### config.mk
export PLATFORM = sky130hd
export DESIGN_NAME = dma_dst_stepper
export DESIGN_NICKNAME = d
export VERILOG_FILES = /design/src/rtl/dma_step_pkg.sv /design/src/rtl/dma_ctrl_reg.sv /design/src/rtl/dma_phase_seq.sv /design/src/rtl/dma_addr_step.sv /design/src/rtl/dma_ack_gen.sv /design/src/rtl/dma_dst_stepper.sv
export SDC_FILE = /design/constraint.sdc
export NUM_CORES = 1
export LEC_CHECK = 0
export BUFFER_PORTS_ARGS = -buffer_cell sky130_fd_sc_hd__buf_2
export CORE_UTILIZATION = 45
export DETAILED_ROUTE_END_ITERATION = 8
export PLACE_DENSITY = 0.72
export SLEW_MARGIN = 20
export SYNTH_ARGS = -nofsm -noshare
export SYNTH_HDL_FRONTEND = slang
export SYNTH_SLANG_ARGS = --single-unit
### constraint.sdc
create_clock -name clk -period 3.1 [get_ports clk]
set_input_delay 0.31 -clock clk [delete_from_list [all_inputs] [get_ports clk]]
set_output_delay 0.31 -clock clk [all_outputs]
set_load 0.01 [all_outputs]
### src/rtl/dma_step_pkg.sv
// Shared types and helpers for the DMA destination stepper.
// Assumes the control field layout below is stable across all channels.
package dma_step_pkg;

    typedef enum logic [1:0] {
        PH_IDLE   = 2'b00,
        PH_READ   = 2'b01,
        PH_WRITE  = 2'b10,
        PH_SINGLE = 2'b11
    } phase_e;

    typedef enum logic [1:0] {
        DM_FIXED = 2'b00,
        DM_INC   = 2'b01,
        DM_DEC   = 2'b10,
        DM_RSVD  = 2'b11
    } dmode_e;

    typedef enum logic [1:0] {
        SZ_BYTE = 2'b00,
        SZ_HALF = 2'b01,
        SZ_WORD = 2'b10,
        SZ_16B  = 2'b11
    } size_e;

    // Control fields, MSB first: bit7 down to bit0.
    typedef struct packed {
        logic   to_dev;   // single mode: data flows to the acknowledged device
        logic   ack_pol;  // 1 active-high acknowledge
        logic   ack_wr;   // dual mode: acknowledge in write phase
        dmode_e dmode;    // destination step direction
        size_e  size;     // unit size
        logic   dual;     // 1 dual address, 0 single address
    } ctrl_t;

    // Unit size in bytes.
    function automatic logic [4:0] step_bytes(input size_e sz);
        case (sz)
            SZ_BYTE: return 5'd1;
            SZ_HALF: return 5'd2;
            SZ_WORD: return 5'd4;
            default: return 5'd16;
        endcase
    endfunction

    // True when the combination of fields is prohibited.
    function automatic logic setting_illegal(input ctrl_t c);
        if (!c.dual && c.to_dev) return 1'b0;  // step field unused here
        if (c.dmode == DM_RSVD) return 1'b1;
        if (c.size == SZ_16B && (c.dmode == DM_FIXED || c.dmode == DM_DEC)) return 1'b1;
        return 1'b0;
    endfunction

endpackage

### src/rtl/dma_ctrl_reg.sv
// Channel control register: stores the masked control fields, exposes a
// readback word with reserved bits at zero and decodes prohibited settings.
// Assumes CTRL_W is at least the field width (8). Writes are dropped while busy.
module dma_ctrl_reg
    import dma_step_pkg::*;
#(
    parameter int CTRL_W      = 16,
    parameter bit HAS_ACK_CFG = 1'b1
) (
    input  logic              clk,
    input  logic              rst_n,
    input  logic              wr_en,
    input  logic              busy,
    input  logic [CTRL_W-1:0] wdata,
    output ctrl_t             ctrl,
    output logic [CTRL_W-1:0] rdata,
    output logic              cfg_err
);
    localparam int FIELD_W = $bits(ctrl_t);

    ctrl_t wr_fields;
    ctrl_t masked;

    // Purpose: slice the implemented fields out of the write word.
    always_comb wr_fields = ctrl_t'(wdata[FIELD_W-1:0]);

    generate
        if (HAS_ACK_CFG) begin : g_ack_cfg
            // Purpose: acknowledge fields are writable on this channel.
            always_comb masked = wr_fields;
        end else begin : g_no_ack_cfg
            // Purpose: acknowledge fields are tied low on this channel.
            always_comb begin
                masked         = wr_fields;
                masked.ack_wr  = 1'b0;
                masked.ack_pol = 1'b0;
            end
        end
    endgenerate

    // Purpose: capture fields and the error decode on an accepted write.
    always_ff @(posedge clk) begin
        if (!rst_n) begin
            ctrl    <= '0;
            cfg_err <= 1'b0;
        end else if (wr_en && !busy) begin
            ctrl    <= masked;
            cfg_err <= setting_illegal(masked);
        end
    end

    // Purpose: readback with reserved bits zero.
    always_comb begin
        rdata              = '0;
        rdata[FIELD_W-1:0] = ctrl;
    end
endmodule

### src/rtl/dma_phase_seq.sv
// Phase sequencer: idle -> read -> write for dual transfers, idle -> single
// for single transfers. Each phase ends on phase_done. Assumes the caller
// blocks starts while the configuration is prohibited.
module dma_phase_seq
    import dma_step_pkg::*;
(
    input  logic   clk,
    input  logic   rst_n,
    input  logic   xfer_req,
    input  logic   phase_done,
    input  logic   dual,
    input  logic   blocked,
    output phase_e phase,
    output logic   commit,
    output logic   unit_done
);
    logic start;

    // Purpose: qualify a start request.
    always_comb start = xfer_req && !blocked;

    // Purpose: the final phase of a unit completes this cycle.
    always_comb commit = phase_done && (phase == PH_WRITE || phase == PH_SINGLE);

    // Purpose: advance the phase state and register the completion pulse.
    always_ff @(posedge clk) begin
        if (!rst_n) begin
            phase     <= PH_IDLE;
            unit_done <= 1'b0;
        end else begin
            unit_done <= commit;
            case (phase)
                PH_IDLE:   if (start) phase <= dual ? PH_READ : PH_SINGLE;
                PH_READ:   if (phase_done) phase <= PH_WRITE;
                PH_WRITE:  if (phase_done) phase <= PH_IDLE;
                PH_SINGLE: if (phase_done) phase <= PH_IDLE;
                default:   phase <= PH_IDLE;
            endcase
        end
    end
endmodule

### src/rtl/dma_addr_step.sv
// Destination address register: loaded while idle, stepped by the unit size
// once per completed unit. Arithmetic wraps at ADDR_W bits. Assumes ADDR_W > 5.
module dma_addr_step
    import dma_step_pkg::*;
#(
    parameter int ADDR_W = 32
) (
    input  logic              clk,
    input  logic              rst_n,
    input  logic              load,
    input  logic [ADDR_W-1:0] load_addr,
    input  logic              busy,
    input  logic              commit,
    input  logic              hold,
    input  dmode_e            dmode,
    input  size_e             size,
    output logic [ADDR_W-1:0] addr
);
    logic [ADDR_W-1:0] step;

    // Purpose: widen the byte step to the address width.
    always_comb step = ADDR_W'(step_bytes(size));

    // Purpose: load or step the destination address.
    always_ff @(posedge clk) begin
        if (!rst_n) begin
            addr <= '0;
        end else if (load && !busy) begin
            addr <= load_addr;
        end else if (commit && !hold) begin
            case (dmode)
                DM_INC:  addr <= addr + step;
                DM_DEC:  addr <= addr - step;
                default: addr <= addr;
            endcase
        end
    end
endmodule

### src/rtl/dma_ack_gen.sv
// Acknowledge generator: decides from the phase and the mode bits whether
// the strobe is active, then applies polarity. Assumes phase is registered.
module dma_ack_gen
    import dma_step_pkg::*;
(
    input  phase_e phase,
    input  logic   ack_wr,
    input  logic   ack_pol,
    output logic   ack
);
    logic active;

    // Purpose: select the phase in which acknowledge is active.
    always_comb begin
        case (phase)
            PH_SINGLE: active = 1'b1;
            PH_READ:   active = !ack_wr;
            PH_WRITE:  active = ack_wr;
            default:   active = 1'b0;
        endcase
    end

    // Purpose: apply the programmed output polarity.
    always_comb ack = ack_pol ? active : !active;
endmodule

### src/rtl/dma_dst_stepper.sv
// Top of the per-channel destination stepper slice. It ties the control
// register, the phase sequencer, the address stepper and the acknowledge
// generator together. Assumes one unit is in flight at a time.
module dma_dst_stepper
    import dma_step_pkg::*;
#(
    parameter int ADDR_W        = 32,
    parameter int CTRL_W        = 16,
    parameter int CHAN_ID       = 0,
    parameter int ACK_CFG_CHANS = 2
) (
    input  logic              clk,
    input  logic              rst_n,
    input  logic              cfg_wr,
    input  logic [CTRL_W-1:0] cfg_wdata,
    output logic [CTRL_W-1:0] cfg_rdata,
    output logic              cfg_err,
    input  logic              addr_wr,
    input  logic [ADDR_W-1:0] addr_wdata,
    output logic [ADDR_W-1:0] dst_addr,
    input  logic              xfer_req,
    input  logic              phase_done,
    output logic [1:0]        phase,
    output logic              unit_done,
    output logic              ack
);
    localparam bit HAS_ACK_CFG = (CHAN_ID < ACK_CFG_CHANS);

    ctrl_t  ctrl;
    phase_e phase_q;
    logic   busy;
    logic   commit;
    logic   hold_addr;

    // Purpose: channel is mid-unit.
    always_comb busy = (phase_q != PH_IDLE);

    // Purpose: single transfers toward the device leave the address alone.
    always_comb hold_addr = !ctrl.dual && ctrl.to_dev;

    dma_ctrl_reg #(
        .CTRL_W      (CTRL_W),
        .HAS_ACK_CFG (HAS_ACK_CFG)
    ) u_ctrl (
        .clk     (clk),
        .rst_n   (rst_n),
        .wr_en   (cfg_wr),
        .busy    (busy),
        .wdata   (cfg_wdata),
        .ctrl    (ctrl),
        .rdata   (cfg_rdata),
        .cfg_err (cfg_err)
    );

    dma_phase_seq u_seq (
        .clk        (clk),
        .rst_n      (rst_n),
        .xfer_req   (xfer_req),
        .phase_done (phase_done),
        .dual       (ctrl.dual),
        .blocked    (cfg_err),
        .phase      (phase_q),
        .commit     (commit),
        .unit_done  (unit_done)
    );

    dma_addr_step #(
        .ADDR_W (ADDR_W)
    ) u_addr (
        .clk       (clk),
        .rst_n     (rst_n),
        .load      (addr_wr),
        .load_addr (addr_wdata),
        .busy      (busy),
        .commit    (commit),
        .hold      (hold_addr),
        .dmode     (ctrl.dmode),
        .size      (ctrl.size),
        .addr      (dst_addr)
    );

    dma_ack_gen u_ack (
        .phase   (phase_q),
        .ack_wr  (ctrl.ack_wr),
        .ack_pol (ctrl.ack_pol),
        .ack     (ack)
    );

    // Purpose: expose the phase code.
    always_comb phase = phase_q;
endmodule

==> results.md, run 1 <==
- Status: completed
- Syn-to-layout area delta: 17.8%
- Post-synthesis register bit count: 44
- Slowest stage cell on the critical path: dfxtp_2
- Share of power burned in combinational logic: 0.399
- Number of flops mapped to enable cells by yosys: 0
- WP data arrival: 3220 ps
- Detailed Route WL: 10.3 mm
- Post-synthesis sequential area ratio: 0.234
- Largest stage delay, worst path: 360 ps
- Worst slew margin: 0.479
- Max Fclk: 335 MHz
- Number of vias in the routed layout: 3912
- Int Pwr: about 1100 uW
- Worst Skew: 10.0 ps
- Clock sink total: 44
- Commonest non-fill, non-tap cell in the layout: buf_2
- Pwr per Cell Area: 399 mW/mm^2
- Predominant post-synthesis flop cell: dfxtp_1
- Post-synth top area share: 0.234
- Final period util: 0.964
- Grt ovf: 0
- H-tree depth: 2
- Crit path required time: about 3300 ps
- Pleak: roughly 0.0021 uW
- WS Path Type: flip-flop to flip-flop
- Final HPWL DP: 7.62 mm
- Min-Delay Path Class: input port to flip-flop
- CTS Hold Bufs: 0
- Worst Tran Pin Value: 782 ps
- Drt first pass iters: 4
- Crit. End Element: flip-flop
- Clock root cell: clkbuf_8
- Share of async-settable or async-resettable flops after synthesis: 0
- Final Slew Violations: 0
- IO Port Bufs: 90
- Max clock buf depth: 2
- Clock share of power: 0.214
- Worst r2r src: u_ctrl.ctrl[3]
- Residual DRC: 0
- Initial Util: 0.476
- Nets: ~660
- Largest area contributor in the netlist: dfxtp_1
- Worst hold start: addr_wdata[7]
- CTS tree: built
- VDD IR max: ~0.00022 V
- Top Ports: 107
- Vias in the first global route: 3691
- RSZ-0062 raised after global routing: no
- Seq pwr share: 0.386
- Die ar.: 0.00872 mm^2
- Clock-pin slew on the worst setup and hold paths: ~90 ps
- Rows: 32
- Worst Setup SP: u_ctrl.ctrl[3]
- Die Y: 93.4 um
- Min cycle time layout: 2990 ps
- Vias/cell: 5.79
- Initial DRC count: roughly 180
- Layout cell share with drive strength beyond 1: 0.239
- First-pass GRT wire length: 17.1 mm
- Worst skew pair latency: 310 ps
- Unique masters post-synth: 62
- Post-DR wirelength/cell: ~15 um
- Net Sw Power: between 600 and 700 uW
- Most frequent cells in the layout: 90 x buf_2, 70 x nand2_1, 61 x a21oi_1
- Largest net degree at the start of global routing: 48
- Antenna Violating Nets Remaining: 0
- CTS Buf Count: 5
- Power, Total: 1770 uW
- Die W: 93.4 um
- Diodes inserted: 0
- Antenna violations before repair: 0
- Max-Cap Viols: 0
- YS warnings: 0
- Setup TNS: 0 ps
- # setup viols final: 0
- Largest cells by area after synthesis: dfxtp_1 23%, ha_1 11%, a21oi_1 8.5%
- Worst path cell trace: inv_2 -> ha_1 -> inv_1 -> o21ai_0 -> ha_1 -> buf_4 -> a21o_1 -> nand4_1 -> a31o_2 -> a21boi_2 -> o211ai_1 -> a21boi_1 -> o21ai_1 -> xor2_1 -> a21oi_1
- Synthesized area per cell: between 7 and 8 um^2
- Worst-path fanout max: 3
- Hold Violations, Final: 0
- CP dominant cell by count: ha_1
- Placeable Area: 0.00789 mm^2
- Switching share of power: 0.388
- Post-Syn Area: 0.00376 mm^2
- CP startpoint kind: flip-flop
- Mapped Cells: 487
- Placer Congestion: around 0.9
- Total GRT Usage: 0.242
[cell families (layout without fill, tap and decap cells)]
| group | count (synthesis) | after routing | synth area share |
|---|---|---|---|
| xor gates and xnor gates | 24 | 24 | 0.0559 |
| and+or+nand+nor | 155 | 155 | 0.204 |
| buffers and inverters | 41 | 121 | 0.0606 |
| AOI/OAI and AO/OA | 185 | 185 | 0.320 |
| other | 1 | 8 | 0.000998 |
| adders and majority gates | 34 | 34 | 0.115 |
| muxes | 3 | 3 | 0.00833 |
| DFF | 44 | 44 | 0.234 |
[flip-flops by register name (all words and copies together) (netlist names)]
name             count
u_ctrl.cfg_err       1
u_addr.addr         32
u_ctrl.ctrl          8
u_seq.phase          2
u_seq.unit_done      1
[metal layers]
metal,global-route usage,wire (um),up-vias,share of wire
li1,-,-,1951,-
met1,0.323,4720,1801,0.46
met2,0.395,4760,138,0.46
met3,0.0439,633,22,0.061
met4,0.0769,193,0,0.019
met5,0,0,-,0
[worst paths after layout]
| check | slack [ps] | cells past startpoint | endpoint |
|---|---|---|---|
| worst max-delay path | 110 | 15 | u_addr.addr[30] |
| worst min-delay path | 240 | 2 | u_addr.addr[7] |
| worst max register to register | 110 | 15 | u_addr.addr[30] |
| worst min register to register | 490 | 2 | u_ctrl.cfg_err |
[cell usage after synthesis, types with 2 or more instances]
cell type / instances
nand2b_1: 7
o21bai_1: 3
o211a_1: 11
nand3b_1: 2
nand2_1: 70
nand4_1: 3
o2111ai_1: 2
a31oi_1: 5
o31a_1: 2
mux2i_1: 2
o21ai_0: 32
a21boi_0: 13
o21a_1: 5
dfxtp_1: 44
nor2_1: 19
nand2_4: 2
a211oi_1: 2
xnor2_1: 13
o221ai_1: 7
nand4b_1: 4
nand3_1: 16
o31ai_1: 4
nor3_1: 5
xor2_1: 11
clkbuf_1: 16
a21o_1: 11
buf_4: 14
inv_1: 7
and2_1: 4
ha_1: 33
o21ai_1: 2
and3_2: 2
a21oi_1: 64
nor2b_1: 6
o211ai_1: 11
and3_1: 7
[stage by stage]
stage / area [um^2] / cells / hold WS (ps) / setup WS [ps] / util
after CTS: 4360 / 674 / 235 / 2.97 / 0.553
after floorplan: 3790 / 494 / 455 / 98.7 / -
after detailed placement: 4270 / 666 / 470 / 12.8 / 0.542
after global placement: 4270 / 666 / 469 / 128 / 0.542
final: 4430 / 676 / 243 / 113 / 0.561
after global routing: 4430 / 676 / 236 / 6.25 / 0.561
[power groups by stage]
stage / Clock [uW] / Combinational, uW / Sequential (uW)
floorplan: 0 / 469 / 711
global placement: 0 / 661 / 693
detailed placement: 0 / 677 / 695
CTS: 395 / 683 / 682
global route: 415 / 782 / 693
finish: 379 / 705 / 683
[final cells by class]
| class | count | area [um^2] |
|---|---|---|
| Clock buffer | 5 | 68.8 |
| Tap cell | 102 | 128 |
| Clock inverter | 3 | 18.8 |
| Fill cell | 755 | 3460 |
| Sequential cell | 44 | 882 |
| Timing Repair Buffer | 106 | 571 |
| Multi-Input combinational cell | 409 | 2730 |
| Inverter | 7 | 26.3 |
[worst max-delay path: cells and delay by family (launching register included)]
| kind | cells | cell delay (ps) |
|---|---|---|
| AOI/OAI and AO/OA | 8 | 1450 |
| adders and majority gates | 2 | 540 |
| DFF | 1 | 360 |
| buffers and inverters | 3 | 280 |
| xor gates and xnor gates | 1 | 150 |
| and+or+nand+nor | 1 | 130 |
[repair_timing]
item	CTS	global route
setup buffers	0	2
resized for setup	0	11
endpoints found under the setup margin	0	9
Note: power is estimated with default switching activity, not from simulation.
==> run 2: changes to the inputs <==
- CELL_PAD_IN_SITES_DETAIL_PLACEMENT: not set -> 0
- CELL_PAD_IN_SITES_GLOBAL_PLACEMENT: not set -> 2
- CORE_UTILIZATION: 45 -> 27
- PLACE_DENSITY: 0.72 -> 0.77
==> results.md, run 2 (same netlist as run 1, synthesis figures left out) <==
- Die Y: 120 um
- Grt ovf: 0
- Top Ports: 107
- Diodes inserted: 0
- Hold Violations, Final: 0
- Utilization after layout: 0.344
- Top reg by flops: u_addr.addr
- Initial DRC count: 139
- Worst slew margin: 0.428
- Postcts setup bufs: 0
- Largest registers: u_addr.addr (32), u_ctrl.ctrl (8), u_seq.phase (2)
- Max-Cap Viols: 0
- CP dominant cell by count: ha_1
- Seq pwr share: 0.349
- IO Port Bufs: 90
- Final Slew Violations: 0
- Clock-pin slew on the worst setup and hold paths: 70 ps
- R2r setup slk: roughly 210 ps
- WP data arrival: around 3100 ps
- Vias in the first global route: 3933
- Detailed Route WL: 11.5 mm
- Clock share of power: 0.292
- Clock sink total: 44
- Fin area: around 0.0046 mm^2
- CP startpoint kind: flip-flop
- Worst path cell trace: inv_2 -> ha_1 -> inv_1 -> o21ai_0 -> ha_1 -> o21a_1 -> o31a_1 -> o31ai_1 -> or4_4 -> a21oi_4 -> a221oi_2 -> o211a_1 -> nor3_2 -> a211oi_2
- Met1 WL: 5.46 mm
- Commonest non-fill, non-tap cell in the layout: buf_2
- Layout cell share with drive strength beyond 1: 0.239
- Max Fclk: 346 MHz
- Min cycle time layout: 2890 ps
- Final period util: 0.932
- Net Sw Power: 717 uW
- Max clock buf depth: 2
- Drt first pass iters: 4
- H-tree depth: 2
- Final HPWL DP: 8.88 mm
- Initial Util: 0.280
- CTS tree: built
- Worst Skew: 7.30 ps
- Pwr per Cell Area: 425 mW/mm^2
- # setup viols final: 0
- Die ar.: 0.0144 mm^2
- Antenna Violating Nets Remaining: 0
- Crit. End Element: flip-flop
- Placeable Area: 0.0134 mm^2
- CTS resizes: 0
- Crit path required time: roughly 3300 ps
- Number of vias in the routed layout: roughly 3900
- Most frequent cells in the layout: 90 x buf_2, 70 x nand2_1, 63 x a21oi_1
- Min-Delay Path Class: input port to flip-flop
- Worst Tran Pin Value: 858 ps
- Status: completed
- Switching share of power: 0.366
- Post-DR wirelength/cell: between 15 and 20 um
- VDD IR max: 0.000186 V
- Share of power burned in combinational logic: 0.360
- CTS Buf Count: 5
- Fillcell total: 1472
- WS Path Type: flip-flop to flip-flop
- Max FFs per register: 32
- Int Pwr: 1240 uW
- Pleak: 0.00216 uW
- Setup WS post-layout: 212 ps
- Die W: approximately 120 um
- CTS Hold Bufs: 0
- Worst skew pair latency: roughly 300 ps
- RSZ-0062 raised after global routing: yes
- Max layer used: met5
- Residual DRC: 0
- Antenna violations before repair: 2
- Largest stage delay, worst path: approximately 500 ps
- Placed Instance Area: 0.00442 mm^2
- Dpl ws: 84.1 ps
- Rows: 42
- Total GRT Usage: 0.168
- Worst-path fanout max: 4
- Vias/cell: 5.14
- First-pass GRT wire length: 19.2 mm
- Clock root cell: clkbuf_16
- Slowest stage cell on the critical path: or4_4
- Met2 routed WL: 5.07 mm
- Met3 wire length: 769 um
- Multi-input gate area: approximately 0.0027 mm^2
- Placer Congestion: approximately 0.83
- Nets: 664
- Register area: 882 um^2
- Syn-to-layout area delta: 22.7%
- Largest net degree at the start of global routing: 48
run 2: power groups by stage:
| stage | clock network [uW] | registers (uW) | logic (uW) |
|---|---|---|---|
| 4_1_cts | 599 | 685 | 704 |
| 3_3_place_gp | 0 | 696 | 694 |
| 3_5_place_dp | 0 | 697 | 701 |
| 5_1_grt | 621 | 696 | 791 |
| 2_1_floorplan | 0 | 711 | 469 |
| 6_report | 572 | 684 | 705 |
run 2: layout make-up:
class	instances	area share
timing repair buffer	109	0.131
clock buffer	6	0.0301
multi-input combinational	409	0.591
sequential	44	0.191
inverter	7	0.00570
tap	176	0.0478
clock inverter	2	0.00217
run 2: through the flow:
step / power, uW / hold slack [ps] / instances / TNS [ps]
floorplan: 1180 / 455 / 494 / 0
global placement: 1390 / 470 / 745 / 0
detailed placement: 1400 / 484 / 745 / 0
CTS: 1990 / 238 / 753 / 0
global route: 2110 / 243 / 753 / -28.6
finish: 1960 / 249 / 753 / 0
run 2: per-layer routing:
layer  vias to the layer above  track usage
met5                         -            0
met4                         2       0.0539
met3                        14       0.0461
met2                        93        0.273
met1                      1813        0.213
li1                       1949            -
run 2: final timing paths:
kind	from	end	cells past startpoint
worst min register to register	u_ctrl.ctrl[3]	u_ctrl.ctrl[3]	2
worst max register to register	u_ctrl.ctrl[3]	u_addr.addr[31]	14
worst max-delay path	u_ctrl.ctrl[3]	u_addr.addr[31]	14
worst min-delay path	addr_wdata[4]	u_addr.addr[4]	2
run 2: worst max-delay path, delay by kind of cell (launching register included):
family	cells	cell delay (ps)
compound gates	8	1040
fa+ha+maj	2	570
buf+inv	2	130
flops	1	340
simple gates	2	680
